==> config.mk <==
export PLATFORM = sky130hd
export DESIGN_NAME = link_rx_ack
export DESIGN_NICKNAME = d
export VERILOG_FILES = /design/src/rtl/lrx_pkg.sv /design/src/rtl/lrx_edge_sync.sv /design/src/rtl/lrx_assembler.sv /design/src/rtl/lrx_fifo2.sv /design/src/rtl/lrx_ack_ctrl.sv /design/src/rtl/link_rx_ack.sv
export SDC_FILE = /design/constraint.sdc
export NUM_CORES = 1
export LEC_CHECK = 0
export BUFFER_PORTS_ARGS = -buffer_cell sky130_fd_sc_hd__buf_2
export CAP_MARGIN = 40
export CORE_ASPECT_RATIO = 1.25
export CORE_MARGIN = 1
export CORE_UTILIZATION = 63
export CTS_BUF_LIST = sky130_fd_sc_hd__clkbuf_8
export CTS_CLUSTER_DIAMETER = 40
export DETAILED_ROUTE_END_ITERATION = 6
export GPL_TIMING_DRIVEN = 0
export PLACE_DENSITY = 0.83
export RECOVER_POWER = 100
export SLEW_MARGIN = 20
export SYNTH_ARGS = -nofsm -noshare
export SYNTH_HDL_FRONTEND = slang
export SYNTH_HIERARCHICAL = 1
export SYNTH_SLANG_ARGS = --single-unit
export TNS_END_PERCENT = 10
==> constraint.sdc <==
create_clock -name clk -period 2.27 [get_ports clk]
set_input_delay 0.1135 -clock clk [delete_from_list [all_inputs] [get_ports clk]]
set_output_delay 0.1135 -clock clk [all_outputs]
set_load 0.1 [all_outputs]
==> src/rtl/lrx_pkg.sv <==
package lrx_pkg;

  // number of link units that make up one word
  function automatic int unsigned lrx_units(input int unsigned word_w,
                                            input int unsigned unit_w);
    return word_w / unit_w;
  endfunction

endpackage

==> src/rtl/lrx_edge_sync.sv <==
module lrx_edge_sync #(
  parameter int STAGES = 2,
  parameter int UNIT_W = 8
) (
  input  logic              clk,
  input  logic              rst_n,
  input  logic              lnk_clk,
  input  logic [UNIT_W-1:0] lnk_data,
  output logic              fall_stb,
  output logic [UNIT_W-1:0] unit_data
);

  logic [STAGES-1:0] clk_pipe;
  logic [UNIT_W-1:0] dat_pipe [STAGES];
  logic              clk_prev;

  always_ff @(posedge clk or negedge rst_n) begin
    if (!rst_n) begin
      clk_pipe    <= '0;
      dat_pipe[0] <= '0;
      clk_prev    <= 1'b0;
    end else begin
      clk_pipe[0] <= lnk_clk;
      dat_pipe[0] <= lnk_data;
      clk_prev    <= clk_pipe[STAGES-1];
    end
  end

  // data travels alongside the clock so both reach the edge detector together
  for (genvar s = 1; s < STAGES; s++) begin : g_stage
    always_ff @(posedge clk or negedge rst_n) begin
      if (!rst_n) begin
        clk_pipe[s] <= 1'b0;
        dat_pipe[s] <= '0;
      end else begin
        clk_pipe[s] <= clk_pipe[s-1];
        dat_pipe[s] <= dat_pipe[s-1];
      end
    end
  end

  assign fall_stb  = clk_prev & ~clk_pipe[STAGES-1];
  assign unit_data = dat_pipe[STAGES-1];

endmodule

==> src/rtl/lrx_assembler.sv <==
module lrx_assembler
  import lrx_pkg::*;
#(
  parameter int LONG_W   = 48,
  parameter int SHORT_W  = 32,
  parameter int UNIT_W   = 8,
  parameter int NARROW_W = 4
) (
  input  logic              clk,
  input  logic              rst_n,
  input  logic              enable,
  input  logic              long_word,
  input  logic              wide_path,
  input  logic              unit_stb,
  input  logic [UNIT_W-1:0] unit_data,
  output logic              word_vld,
  output logic              word_long,
  output logic [LONG_W-1:0] word_data
);

  localparam int MAX_UNITS = LONG_W / NARROW_W;
  localparam int CW        = $clog2(MAX_UNITS + 1);
  localparam logic [LONG_W-1:0] SHORT_MASK =
    {{(LONG_W-SHORT_W){1'b0}}, {SHORT_W{1'b1}}};

  logic [CW-1:0]     cnt;
  logic [CW-1:0]     last_idx;
  logic [LONG_W-1:0] shreg;
  logic [LONG_W-1:0] shift_nx;

  always_comb begin
    last_idx = CW'(lrx_units(long_word ? LONG_W : SHORT_W,
                             wide_path ? UNIT_W : NARROW_W) - 1);
    if (wide_path) shift_nx = {shreg[LONG_W-UNIT_W-1:0], unit_data};
    else           shift_nx = {shreg[LONG_W-NARROW_W-1:0], unit_data[NARROW_W-1:0]};
  end

  always_ff @(posedge clk or negedge rst_n) begin
    if (!rst_n) begin
      cnt       <= '0;
      shreg     <= '0;
      word_vld  <= 1'b0;
      word_long <= 1'b0;
      word_data <= '0;
    end else begin
      word_vld <= 1'b0;
      if (!enable) begin
        cnt   <= '0;
        shreg <= '0;
      end else if (unit_stb) begin
        if (cnt == last_idx) begin
          cnt       <= '0;
          shreg     <= '0;
          word_vld  <= 1'b1;
          word_long <= long_word;
          word_data <= long_word ? shift_nx : (shift_nx & SHORT_MASK);
        end else begin
          cnt   <= cnt + 1'b1;
          shreg <= shift_nx;
        end
      end
    end
  end

  p_flush_on_disable_r9: assert property (@(posedge clk) disable iff (!rst_n)
    !enable |=> (cnt == '0));

  p_single_word_pulse_r3: assert property (@(posedge clk) disable iff (!rst_n)
    word_vld |=> !word_vld);

endmodule

==> src/rtl/lrx_fifo2.sv <==
module lrx_fifo2 #(
  parameter int WIDTH = 48,
  parameter int DEPTH = 2
) (
  input  logic             clk,
  input  logic             rst_n,
  input  logic             push,
  input  logic [WIDTH-1:0] push_data,
  output logic             out_valid,
  input  logic             out_ready,
  output logic [WIDTH-1:0] out_data,
  output logic             full,
  output logic             empty
);

  localparam int PW = (DEPTH > 1) ? $clog2(DEPTH) : 1;
  localparam int CW = $clog2(DEPTH + 1);

  logic [WIDTH-1:0] mem [DEPTH];
  logic [PW-1:0]    wr_ptr, rd_ptr;
  logic [CW-1:0]    count;
  logic             pop;

  assign empty     = (count == '0);
  assign full      = (count == CW'(DEPTH));
  assign out_valid = ~empty;
  assign out_data  = mem[rd_ptr];
  assign pop       = out_valid & out_ready;

  function automatic logic [PW-1:0] bump(input logic [PW-1:0] p);
    return (p == PW'(DEPTH - 1)) ? '0 : p + 1'b1;
  endfunction

  always_ff @(posedge clk or negedge rst_n) begin
    if (!rst_n) begin
      wr_ptr <= '0;
      rd_ptr <= '0;
      count  <= '0;
    end else begin
      if (push && !full) wr_ptr <= bump(wr_ptr);
      if (pop)           rd_ptr <= bump(rd_ptr);
      case ({push && !full, pop})
        2'b10:   count <= count + 1'b1;
        2'b01:   count <= count - 1'b1;
        default: count <= count;
      endcase
    end
  end

  for (genvar e = 0; e < DEPTH; e++) begin : g_slot
    always_ff @(posedge clk or negedge rst_n) begin
      if (!rst_n)                                      mem[e] <= '0;
      else if (push && !full && wr_ptr == PW'(e))      mem[e] <= push_data;
    end
  end

  p_no_overflow_r5: assert property (@(posedge clk) disable iff (!rst_n)
    full |-> !push);

  p_head_held_r6: assert property (@(posedge clk) disable iff (!rst_n)
    (out_valid && !out_ready) |=> (out_valid && $stable(out_data)));

endmodule

==> src/rtl/lrx_ack_ctrl.sv <==
module lrx_ack_ctrl #(
  parameter int HOLD_CYC = 2
) (
  input  logic clk,
  input  logic rst_n,
  input  logic enable,
  input  logic full,
  input  logic word_vld,
  input  logic word_long,
  output logic ack
);

  localparam int HW = $clog2(HOLD_CYC + 1);

  logic [HW-1:0] hold;

  always_ff @(posedge clk or negedge rst_n) begin
    if (!rst_n)                      hold <= '0;
    else if (word_vld && word_long)  hold <= HW'(HOLD_CYC);
    else if (hold != '0)             hold <= hold - 1'b1;
  end

  assign ack = enable & ~full & (hold == '0);

  p_hold_after_long_r7: assert property (@(posedge clk) disable iff (!rst_n)
    (word_vld && word_long) |=> !ack);

endmodule

==> src/rtl/link_rx_ack.sv <==
module link_rx_ack #(
  parameter int LONG_W      = 48,
  parameter int SHORT_W     = 32,
  parameter int UNIT_W      = 8,
  parameter int NARROW_W    = 4,
  parameter int SYNC_STAGES = 2,
  parameter int BUF_DEPTH   = 2,
  parameter int HOLD_CYC    = 2
) (
  input  logic              clk,
  input  logic              rst_n,
  input  logic              cfg_enable,
  input  logic              cfg_long_word,
  input  logic              cfg_wide_path,
  input  logic              dma_active,
  input  logic              lnk_clk,
  input  logic [UNIT_W-1:0] lnk_data,
  output logic              lnk_ack,
  output logic              rd_valid,
  input  logic              rd_ready,
  output logic [LONG_W-1:0] rd_data,
  output logic              rd_empty,
  output logic              srq
);

  logic              fall_stb;
  logic [UNIT_W-1:0] unit_data;
  logic              word_vld, word_long;
  logic [LONG_W-1:0] word_data;
  logic              buf_full;

  lrx_edge_sync #(.STAGES(SYNC_STAGES), .UNIT_W(UNIT_W)) u_sync (
    .clk(clk), .rst_n(rst_n), .lnk_clk(lnk_clk), .lnk_data(lnk_data),
    .fall_stb(fall_stb), .unit_data(unit_data)
  );

  lrx_assembler #(.LONG_W(LONG_W), .SHORT_W(SHORT_W), .UNIT_W(UNIT_W),
                  .NARROW_W(NARROW_W)) u_asm (
    .clk(clk), .rst_n(rst_n), .enable(cfg_enable), .long_word(cfg_long_word),
    .wide_path(cfg_wide_path), .unit_stb(fall_stb), .unit_data(unit_data),
    .word_vld(word_vld), .word_long(word_long), .word_data(word_data)
  );

  lrx_fifo2 #(.WIDTH(LONG_W), .DEPTH(BUF_DEPTH)) u_buf (
    .clk(clk), .rst_n(rst_n), .push(word_vld), .push_data(word_data),
    .out_valid(rd_valid), .out_ready(rd_ready), .out_data(rd_data),
    .full(buf_full), .empty(rd_empty)
  );

  lrx_ack_ctrl #(.HOLD_CYC(HOLD_CYC)) u_ack (
    .clk(clk), .rst_n(rst_n), .enable(cfg_enable), .full(buf_full),
    .word_vld(word_vld), .word_long(word_long), .ack(lnk_ack)
  );

  assign srq = rd_valid & ~dma_active;

  p_srq_masked_r8: assert property (@(posedge clk) disable iff (!rst_n)
    dma_active |-> !srq);

endmodule

==> results.cfg, run 1 <==
[detailed_routing]
postRouteAntennaNets = 0
wl_per_cell_um = 17.6
vias_per_cell = 5.62
wl_met1_um = 8400
via_count = 6566
wl_met2_um = 10700
met3_wirelength_um = 945
dr.pass1.iters = 5
top_layer = met4
drt-total-wl_um = 20500
drc = 0
drt-initial-drc-count = 457

[finish]
finalNetCount = 960
area.growth.synth_to_final_pct = 14.4
fin_area_um2 = 11600
fillerInstances = 1058
antenna_cells = 0
drive_above_1_share_pct = 30.0

[yosys]
synthCells = 815
netlist.area_leader.share_pct = 54.2
ys_warn_count = 6
synth_top_family_by_area = multiplexers
synth_most_common_cell = dfrtp_1
yosysSeqAreaShare_pct = 54.2
synthAdderAreaFrac_pct = 1.11
synth_edf_count = 0
synth_top_area_cell = dfrtp_1
ys_seq_elements = 219
synthArstFlopShare_pct = 100
syn_area_um2 = 10100
ys_types = 47
synth_simple_gate_area_share_pct = 8.80
synth_compound_area_share_pct = 5.59
synth.top_cells.by_count = dfrtp_1, mux2_2, nand2_1
synth.top_cells.by_area = dfrtp_1, mux2_2, mux2_1, mux2i_1, o32ai_1
synth_xor_area_share_pct = 0.779
ys.flop_type = dfrtp_1
avgSynthCellArea_um2 = 12.4
syn_nets = 840
synth_mux_area_share_pct = 23.4

[cts]
htree_levels = 2
clk_latency_ps = 510
cts_made_buffers = 35
clockRootBuffer = clkbuf_8
ctsLongestPathBuffers = 3
clkSinkCount = 219
clk_pin_slew_ps = 60
cts_tree = yes

[timing]
final_min_period_over_clock_period_pct = 96.7
hold_ws_ps = 138
rsz0062_at_grt = true
hold_viol_final = 0
slew_viol_final = 0
tns_ps = 0
layout_min_cycle_time_ps = 2200
setup_ws_ps = 74.4
fin_worst_skew_ps = 18.1
setup_viol = 0
fmax_mhz = 455
tightest_slew_ps = 1120
slew_headroom_pct = 25.3

[setup_path]
cp_max_fo = 10
crit_type = in -> reg
cpMaxStageDelayCell = mux2_1
cp.depth = 13
slowest_delay_ps = 370
setup.worst_path.end_class = flip-flop
cp.arrival_ps = 2570
startpoint_type = primary input
ff2ff_path_depth = 8
path_cells = buf_2, buf_6, buf_8, inv_2, ha_1, xor2_1, and4b_1, and3_1, buf_2, o211ai_4, buf_12, buf_8, mux2_1
worst_ep_required_time_ps = 2640
critical_path.top_delay_family = buffers and inverters
cp_num_buf_inv = 7

[placed_design]
gp_congestion = 0.847
place_ws_ps = -567
dp_hpwl_um = 13500
io_buffers = 67
placed_area_um2 = 10800

[global_routing]
grt_max_degree = 96
gr-total-overflow = 0
grt_pass1_vias = 6892
grt_first_pass_wirelength_um = 34200
grt.total_usage_pct = 26.7
antenna_found_initial = 0

[status]
status = finished clean

[floorplan]
die_y_um = 144
io_pins = 68
start_util_pct = 64.7
die_w_um = 115
core-area_um2 = 15600
rows = 51
dieArea_um2 = 16600

[power_and_ir_drop]
power_leakage_nw = 5.99
clkPwrFrac_pct = 29.3
peakVddDrop_mv = 0.638
p_int_mw = 7.01
report.power.total_mw = 11.0
p_comb_share_pct = 27.8
sequentialPowerShare_pct = 42.9
swShare_pct = 36.1
powerDensity_nw_per_um2 = 948
switchingPower_mw = 3.96

[worst_hold_path]
hold_path_class = in -> reg
min_path_cells = 4

[flow_run]
drv_cap = 0
[power by group through the flow]
| stage | registers [mW] | logic [mW] | clock network (mW) |
|---|---|---|---|
| 4_1_cts | 4.71 | 3.10 | 3.28 |
| 3_5_place_dp | 4.78 | 3.06 | 0 |
| 2_1_floorplan | 4.66 | 2.55 | 0 |
| 6_report | 4.71 | 3.05 | 3.22 |
| 3_3_place_gp | 4.75 | 3.00 | 0 |
| 5_1_grt | 4.77 | 3.23 | 3.46 |
[layout make-up]
class | count | area [um2] | share of cell area (%)
plain buffers | 62 | 370 | 3.20
clock buffers | 42 | 578 | 4.99
clock inverters | 16 | 90.1 | 0.778
inverters | 64 | 240 | 2.07
multi-input cells | 469 | 4020 | 34.7
flip-flops and latches | 219 | 5480 | 47.3
well taps | 212 | 265 | 2.29
repair buffers | 84 | 538 | 4.65
[worst register-to-register path: stages, from the launching register on]
cell and delay, ps:
dfrtp_1 430, xor2_1 200, and4b_1 170, and3_1 160, buf_2 160, o211ai_4 230
buf_12 150, buf_8 160, mux2_1 370
[logic make-up after synthesis]
family | after synthesis
flip-flops | 219
multiplexers | 215
AND/OR/NAND/NOR | 158
buffers and inverters | 127
AO/OA/AOI/OAI | 77
adder cells (fa/ha/maj) | 9
XOR/XNOR | 9
other | 1
[registers in the layout, summed over array words and instances, names as in the netlist, 2 cells and up]
name	flops
u_buf/count	2
u_sync/clk_pipe	2
u_ack/hold	2
u_sync/unit_data	8
u_buf/mem	96
u_asm/cnt	4
u_asm/word_data	48
u_sync/dat_pipe	8
u_asm/shreg	44
[final timing paths]
path / startpoint / endpoint / slack (ps)
min in group asynchronous: rst_n / u_buf/mem[90] / 360
worst min-delay path: cfg_enable / u_asm/cnt[2] / 140
max in group asynchronous: rst_n / u_buf/mem[25] / 440
worst max register to register: u_asm/cnt[2] / u_asm/word_data[3] / 90
worst min register to register: u_sync/dat_pipe[13] / u_sync/unit_data[5] / 340
worst max-delay path: cfg_wide_path / u_asm/word_data[3] / 70
[repair_timing]
item | in CTS | in global routing
buffers inserted | 0 | 3
hold buffers | 12 | 0
endpoints found under the setup margin | 37 | 52
pin swaps | 1 | 2
endpoints found under the hold margin | 137 | 0
gates cloned | 0 | 0
gates resized for setup | 6 | 7
[cell usage in the layout (no fill, tap or decap), drive strengths merged, types with 2 or more instances in the layout]
master and n:
and2 32, mux2 171, nor2b 19, nor2 7, clkbuf 82, dfrtp 219, dlygate4sd3 12, mux2i 44
and3 2, o211ai 2, xor2 5, a21oi 2, buf 94, o32ai 31, nand2 69, o21a 15
clkinv 3, nor4b 15, ha 9, o21ai 24, inv 76, xnor2 4
[routing by layer]
layer | up-vias | global-route usage [%]
met5 | - | 0
met4 | 0 | 9.16
met3 | 36 | 4.56
met2 | 189 | 46.7
met1 | 3309 | 33.4
li1 | 3032 | -
[stage by stage]
step | utilization, % | std cells
3_3_place_gp | 68.7 | 1094
5_1_grt | 74.1 | 1168
3_5_place_dp | 69.1 | 1096
2_1_floorplan | - | 815
6_report | 74.1 | 1168
4_1_cts | 74.2 | 1165
No activity file was read; power rests on OpenSTA's default activity.
==> run 2: changes to the inputs <==
CORE_UTILIZATION = 25   (was 63)
PLACE_DENSITY = unset   (was 0.83)
==> results.cfg, run 2 (same netlist as run 1, synthesis figures left out) <==
[timing]
tightest_slew_ps = 1230
setup_ws_ps = 112
hold_viol_final = 0
slew_viol_final = 0
final_min_period_over_clock_period_pct = 95.1
fmax_mhz = 463
slew_headroom_pct = 18.3
rsz0062_at_grt = true
fin_worst_skew_ps = 31.6
layout_min_cycle_time_ps = 2160
setup_viol = 0

[setup_path]
cp_num_buf_inv = 6
rr_endpoint = u_asm/word_data[1]
startpoint_type = primary input
slowest_delay_ps = 340
r2r_slack_ps = 130
setup.worst_path.end_class = flip-flop
reg2reg_from = u_asm/cnt[2]
cp.arrival_ps = 2560
path_cells = buf_2, buf_6, buf_8, inv_2, ha_1, xor2_1, and4b_1, and3_1, buf_2, o211ai_4, buf_8, mux2_1
crit_type = in -> reg
worst_ep_required_time_ps = 2670
cpMaxStageDelayCell = mux2_1
cp_max_fo = 10
ff2ff_path_depth = 7
critical_path.top_delay_family = buffers and inverters

[finish]
fin_area_um2 = 12100
fin_util_pct = 30.2
largest_registers = u_buf/mem: 96 flops, u_asm/word_data: 48 flops, u_asm/shreg: 44 flops
drive_above_1_share_pct = 31.1
mostFrequentLayoutCells = dfrtp_1, mux2_2, inv_1
final_common_cell = dfrtp_1
finalNetCount = 963
top_register = u_buf/mem
area.growth.synth_to_final_pct = 19.4
largest_reg_flops = 96

[placed_design]
io_buffers = 67
placed_area_um2 = 11200
dp_hpwl_um = 16400
gp_congestion = 0.807
place_ws_ps = -568

[floorplan]
die_w_um = 182
dieArea_um2 = 41300
io_pins = 68
core-area_um2 = 40000
die_y_um = 227
rows = 82
start_util_pct = 25.3

[global_routing]
antenna_found_initial = 1
grt_first_pass_wirelength_um = 38500
grt_pass1_vias = 6914
grt.total_usage_pct = 11.8
gr-total-overflow = 0
grt_max_degree = 101

[power_and_ir_drop]
powerDensity_nw_per_um2 = 975
report.power.total_mw = 11.8
power_leakage_nw = 6.04
peakVddDrop_mv = 0.422

[worst_hold_path]
min_from = cfg_enable
hold_path_class = in -> reg
holdPathEnd = u_asm/cnt[2]
min_path_cells = 4

[detailed_routing]
postRouteAntennaNets = 0
wl_per_cell_um = 16.1
vias_per_cell = 4.41
dr.pass1.iters = 4
drt-initial-drc-count = 335
drt-total-wl_um = 23700
drc = 0
via_count = 6491

[cts]
clockRootBuffer = clkbuf_8
postCtsSetupBuffers = 0
clk_latency_ps = 540
ctsLongestPathBuffers = 3
clk_pin_slew_ps = 60
clkSinkCount = 219
cts_tree = yes
htree_levels = 2
cts_made_buffers = 41

[status]
status = finished clean

[flow_run]
drv_cap = 0
==> run 2: cell count changes in the layout (fill, tap and decap cells not counted), sizes merged <==
cell / delta
buf: -4
bufinv: +2
clkbuf: +9
clkinv: +1
clkinvlp: +3
diode: +1
inv: -1
==> run 2: worst max path at each step <==
stage                   from             endpoint  slack [ps]  depth (start not counted)
3_3_place_gp           rst_n        u_buf/mem[22]       -2670                          1
3_5_place_dp   cfg_wide_path      u_asm/shreg[23]        -570                         13
4_1_cts        cfg_wide_path   u_asm/word_data[1]          20                         12
5_1_grt                rst_n         u_buf/wr_ptr          -1                          3
2_1_floorplan  cfg_wide_path  u_asm/word_data[15]          30                         11
6_report       cfg_wide_path   u_asm/word_data[1]         110                         12
==> run 2: power breakdown <==
group	switching, mW	internal (mW)	total, mW
clock network	1.65	2.33	3.98
registers	0.308	4.39	4.70
logic	2.25	0.843	3.10
total	4.21	7.57	11.8
==> run 2: timing repair <==
item	4_1_cts	5_1_grt
pin swaps	0	1
resized for setup	6	10
hold endpoints to repair	232	0
hold buffers	12	0
setup endpoints to repair	42	63
==> run 2: cell type report <==
class / instances / area [um2]
antenna: 1 / 2.50
buffer: 62 / 374
clock buffer: 50 / 688
clock inverter: 21 / 178
fill: 4132 / 27900
inverter: 64 / 240
multi-input combinational: 469 / 4020
sequential: 219 / 5480
tap: 504 / 631
timing repair buffer: 81 / 477
==> run 2: worst min-delay path, stage by stage <==
cell and delay, ps:
buf_2 180, nand3b_1 120, a211o_1 120, o21ai_0 70
==> run 2: layer usage <==
metal  GRT usage (%)  routed length (um)  vias up
li1                -                   -     3041
met1            14.4               10100     3276
met2            20.9               12100      133
met3            2.48                 992       41
met4            3.82                 563        0
met5               0                   0        -
==> run 2: through the flow <==
step / std cells / hold slack (ps) / setup TNS, ps
floorplan: 815 / -182 / 0
global placement: 1386 / 224 / -614830
detailed placement: 1388 / 46.7 / -35880
CTS: 1470 / 76.9 / 0
global route: 1470 / 156 / -1.50
finish: 1471 / 121 / 0
